--- config.mk ---
export PLATFORM = sky130hd
export DESIGN_NAME = pl_latch_bank
export DESIGN_NICKNAME = d
export VERILOG_FILES = /design/src/rtl/pl_pkg.sv /design/src/rtl/pl_cfg_regs.sv /design/src/rtl/pl_in_sync.sv /design/src/rtl/pl_readback.sv /design/src/rtl/pl_latch_bank.sv
export SDC_FILE = /design/constraint.sdc
export NUM_CORES = 1
export LEC_CHECK = 0
export BUFFER_PORTS_ARGS = -buffer_cell sky130_fd_sc_hd__buf_2
export CORE_ASPECT_RATIO = 0.75
export CORE_MARGIN = 3
export CORE_UTILIZATION = 35
export CTS_CLUSTER_DIAMETER = 60
export CTS_CLUSTER_SIZE = 25
export DETAILED_ROUTE_END_ITERATION = 8
export GPL_TIMING_DRIVEN = 0
export PLACE_DENSITY_LB_ADDON = 0.15
export SLEW_MARGIN = 20
export SYNTH_ARGS = -nofsm -noshare
export SYNTH_HDL_FRONTEND = slang
export SYNTH_SLANG_ARGS = --single-unit
--- constraint.sdc ---
create_clock -name clk -period 0.9 [get_ports clk]
set_input_delay 0.09 -clock clk [delete_from_list [all_inputs] [get_ports clk]]
set_output_delay 0.09 -clock clk [all_outputs]
set_load 0.02 [all_outputs]
--- src/rtl/pl_pkg.sv ---
package pl_pkg;

    localparam int LAT_N  = 6;
    localparam int BYTE_W = 8;
    localparam int PAD_W  = BYTE_W - LAT_N;

    typedef logic [LAT_N-1:0]  lat_vec_t;
    typedef logic [BYTE_W-1:0] ctl_byte_t;

    typedef enum logic {
        SEL_CONTENT   = 1'b0,
        SEL_DIRECTION = 1'b1
    } reg_sel_e;

    typedef struct packed {
        logic      stb;
        reg_sel_e  sel;
        ctl_byte_t data;
    } wr_req_t;

    typedef struct packed {
        lat_vec_t dir;
        lat_vec_t dat;
    } lat_cfg_t;

    // latch i lives at byte bit BYTE_W-1-i
    function automatic lat_vec_t byte_to_lat(input ctl_byte_t b);
        lat_vec_t v;
        for (int i = 0; i < LAT_N; i++) begin
            v[i] = b[BYTE_W-1-i];
        end
        return v;
    endfunction

    function automatic ctl_byte_t lat_to_byte(input lat_vec_t v);
        ctl_byte_t b;
        b = '0;
        for (int i = 0; i < LAT_N; i++) begin
            b[BYTE_W-1-i] = v[i];
        end
        return b;
    endfunction

endpackage

--- src/rtl/pl_cfg_regs.sv ---
module pl_cfg_regs
    import pl_pkg::*;
(
    input  logic     clk,
    input  logic     rst,
    input  wr_req_t  req,
    output lat_cfg_t cfg
);

    always_ff @(posedge clk) begin
        if (rst) begin
            cfg <= '0;
        end else if (req.stb) begin
            if (req.sel == SEL_DIRECTION) begin
                cfg.dir <= byte_to_lat(req.data);
            end else begin
                cfg.dat <= byte_to_lat(req.data);
            end
        end
    end

endmodule

--- src/rtl/pl_in_sync.sv ---
module pl_in_sync
    import pl_pkg::*;
#(
    parameter int DEPTH = 2
) (
    input  logic     clk,
    input  logic     rst,
    input  lat_vec_t raw,
    output lat_vec_t sensed
);

    for (genvar g = 0; g < LAT_N; g++) begin : g_pin
        logic [DEPTH-1:0] chain;
        always_ff @(posedge clk) begin
            if (rst) begin
                chain <= '0;
            end else begin
                chain[0] <= raw[g];
                for (int k = 1; k < DEPTH; k++) begin
                    chain[k] <= chain[k-1];
                end
            end
        end
        assign sensed[g] = chain[DEPTH-1];
    end

endmodule

--- src/rtl/pl_readback.sv ---
module pl_readback
    import pl_pkg::*;
(
    input  logic      clk,
    input  logic      rst,
    input  logic      rd_stb,
    input  reg_sel_e  rd_sel,
    input  lat_cfg_t  cfg,
    input  lat_vec_t  sensed,
    output ctl_byte_t rd_data
);

    lat_vec_t  merged;
    ctl_byte_t nxt;

    always_comb begin
        merged = (cfg.dir & cfg.dat) | (~cfg.dir & sensed);
        if (rd_sel == SEL_DIRECTION) begin
            nxt = lat_to_byte(cfg.dir);
        end else begin
            nxt = lat_to_byte(merged);
        end
    end

    always_ff @(posedge clk) begin
        if (rst) begin
            rd_data <= '0;
        end else if (rd_stb) begin
            rd_data <= nxt;
        end
    end

endmodule

--- src/rtl/pl_latch_bank.sv ---
module pl_latch_bank
    import pl_pkg::*;
#(
    parameter int SYNC_DEPTH = 2
) (
    input  logic              clk,
    input  logic              rst,
    input  logic              wr_stb,
    input  logic              wr_sel,
    input  logic [BYTE_W-1:0] wr_byte,
    input  logic              rd_stb,
    input  logic              rd_sel,
    output logic [BYTE_W-1:0] rd_data,
    input  logic [LAT_N-1:0]  pin_in,
    output logic [LAT_N-1:0]  pin_oe,
    output logic [LAT_N-1:0]  pin_out
);

    wr_req_t  req;
    lat_cfg_t cfg;
    lat_vec_t sensed;

    always_comb begin
        req.stb  = wr_stb;
        req.sel  = reg_sel_e'(wr_sel);
        req.data = wr_byte;
    end

    pl_cfg_regs u_regs (
        .clk (clk),
        .rst (rst),
        .req (req),
        .cfg (cfg)
    );

    pl_in_sync #(.DEPTH(SYNC_DEPTH)) u_sync (
        .clk    (clk),
        .rst    (rst),
        .raw    (pin_in),
        .sensed (sensed)
    );

    pl_readback u_rd (
        .clk     (clk),
        .rst     (rst),
        .rd_stb  (rd_stb),
        .rd_sel  (reg_sel_e'(rd_sel)),
        .cfg     (cfg),
        .sensed  (sensed),
        .rd_data (rd_data)
    );

    assign pin_oe  = cfg.dir;
    assign pin_out = cfg.dat;

endmodule

==> metrics.cfg <==
[run_status]
status=complete, no violations

[synth]
yosysSeqAreaShare=0.5536
avgSynthCellArea_um2=9.193
netlist_top_cells_area=dfxtp_1, nand2_1, nor2b_1
syn_area_mm2=0.001085
synth_warnings=0
synth_top_area_frac=0.5536
synth_top_area_cell=dfxtp_1
ys_types=17
synth_edf_count=0
ys_seq_elements=30
syn_inst=118
ys.flop_type=dfxtp_1
async_flop_share=0

[critical_path]
cp_slowest_cell=dfxtp_2
required_ps=810
crit_buf_inv=1
critical_path_class=flip-flop to output pin
cp-start-kind=flip-flop
path_cells=buf_4
crit_family=flip-flops
regToRegStartpoint=u_regs.cfg[7]
cp_data_arrival_time_ps=770
crit_start=u_regs.cfg[4]
critPathMaxFanout=3
end_kind=output pin
cp_slowest_stage_delay_ps=350

[routing]
vias=939
drc_errors=0
routed_wl_mm=2.366
wl_per_cell_um=12.13
viasPerCell=4.815
drtAntennaViolNets=0
drt_first_pass_iters=4
drt-initial-drc-count=25

[flow_run]
maxCapViolations=0

[place]
hpwlAfterDp_mm=1.747
gp_congestion=0.7368
place_inst=187
port_buffers=32

[floorplan]
rows=16
die_height_um=54.22
core_mm2=0.002783
die_w_um=70.29
initial_core_util=0.3898
io_pins=40
dieArea_mm2=0.003811

[final_layout]
drive_gt1_frac=0.3774
fin_util=0.5247
n_fill_cell=263
multi_input_area_um2=440.4
final_nets=179
seq_area_um2=619.3
syn2layout_area_growth_pct=34.60
diodes=0
stdcell_count=195

[sta]
fin_crit_sh=0.9513
grt_setup_unrepaired=false
maxSlewViolCount=0
setup_viol=0
setup_tns_ps=0
skew_ps=5.319
final_hold_viol_count=0
fin_crit_ps=856.1
holdWs_ps=21.88
fmax_ghz=1.168

[global_routing]
grt_usage=0.1368
antenna_found_initial=0
grt_start_max_net_pins=11
grt.overflow.total=0
grt_pass1_wl_mm=3.739
grt_pass1_vias=865

[clock_network]
clk_pin_slew_ps=60
clock_latency_ps=280
clk_path_buf_depth=2
cts_tree=built
cts_sinks=30
htreeDepth=2
cts_buffers=5
cts_hold_buf=0
root_buffer=clkbuf_8

[worst_hold_path]
worstHoldStart=pin_in[2]
worstHoldPathType=input port to flip-flop

[power]
power_density_mw_per_mm2=1863
p_leak_nw=0.5979
ir_drop_v=0.0009497

-- Yosys cell counts (4+ instances only) --
| cell | count |
|---|---|
| dfxtp_1 | 30 |
| nand2_1 | 22 |
| a21oi_1 | 12 |
| nor2b_1 | 12 |
| nand3_1 | 6 |
| nor2_1 | 6 |
| buf_4 | 5 |
| nand2b_1 | 4 |
-- flip-flops by register name, summed over array words and instances (netlist names) --
register,flops
u_regs.cfg,12
u_sync.g_pin.chain,12
u_rd.rd_data,6
-- path summary, 6_finish.rpt --
kind / end / slack [ps] / depth (start not counted)
worst max-delay path: pin_out[4] / 40 / 1
worst min-delay path: u_sync.g_pin[2].chain[0] / 20 / 2
worst max register to register: u_rd.rd_data[6] / 80 / 2
worst min register to register: u_sync.g_pin[4].chain[1] / 430 / 1
-- power breakdown --
group | switching, mW | leakage (nW) | internal [mW] | total, mW
combinational | 0.170 | 0.307 | 0.144 | 0.313
clock | 0.448 | 0.0383 | 0.530 | 0.978
sequential | 0.0346 | 0.252 | 1.39 | 1.43
total | 0.652 | 0.598 | 2.07 | 2.72
-- cell families (layout without fill, tap and decap cells) --
| family | after synthesis | in the layout | synth area share |
|---|---|---|---|
| buffers and inverters | 9 | 49 | 0.05537 |
| and+or+nand+nor | 54 | 54 | 0.2560 |
| DFF | 30 | 30 | 0.5536 |
| AOI/OAI and AO/OA | 24 | 24 | 0.1315 |
| other | 1 | 2 | 0.003457 |
-- final cells by class --
type | instances | area share
buffer | 9 | 0.04113
clock buffer | 7 | 0.05227
multi-input combinational | 80 | 0.3016
sequential | 30 | 0.4242
tap | 36 | 0.03085
timing repair buffer | 33 | 0.1500
-- cell usage in the layout, fill, tap and decap left out --
master / synthesis / routed
a21oi_1: 12 / 12
a311oi_1: 3 / 1
a311oi_2: 0 / 2
a31oi_1: 3 / 3
buf_2: 0 / 16
buf_4: 5 / 19
buf_6: 1 / 4
clkbuf_1: 3 / 5
clkbuf_8: 0 / 5
conb_1: 1 / 2
dfxtp_1: 30 / 17
dfxtp_2: 0 / 12
dfxtp_4: 0 / 1
nand2_1: 22 / 22
nand2b_1: 4 / 4
nand3_1: 6 / 6
nand4bb_1: 3 / 3
nor2_1: 6 / 6
nor2b_1: 12 / 12
nor2b_2: 1 / 1
o211ai_1: 3 / 3
o21ai_0: 3 / 3
-- what timing repair did --
action | in CTS | in global routing
endpoints found under the setup margin | 9 | 14
resized for setup | 16 | 19
setup buffers | 0 | 1
cloned | 0 | 0
-- through the flow --
step | area, µm² | setup WS (ps) | total power [mW]
final | 1460 | 43.86 | 2.720
after global routing | 1460 | 0.05462 | 2.868
after CTS | 1401 | 1.552 | 2.722
after detailed placement | 1294 | 54.75 | 1.736
after global placement | 1294 | 77.01 | 1.730
after floorplan | 1089 | 5.121 | 1.629
-- layer usage --
layer	part of all wire	up-vias	global-route usage
li1	-	474	-
met1	0.45	432	0.1531
met2	0.45	28	0.2065
met3	0.082	5	0.07339
met4	0.022	0	0.08917
met5	0	-	0
Note: power is estimated with default switching activity, not from simulation.
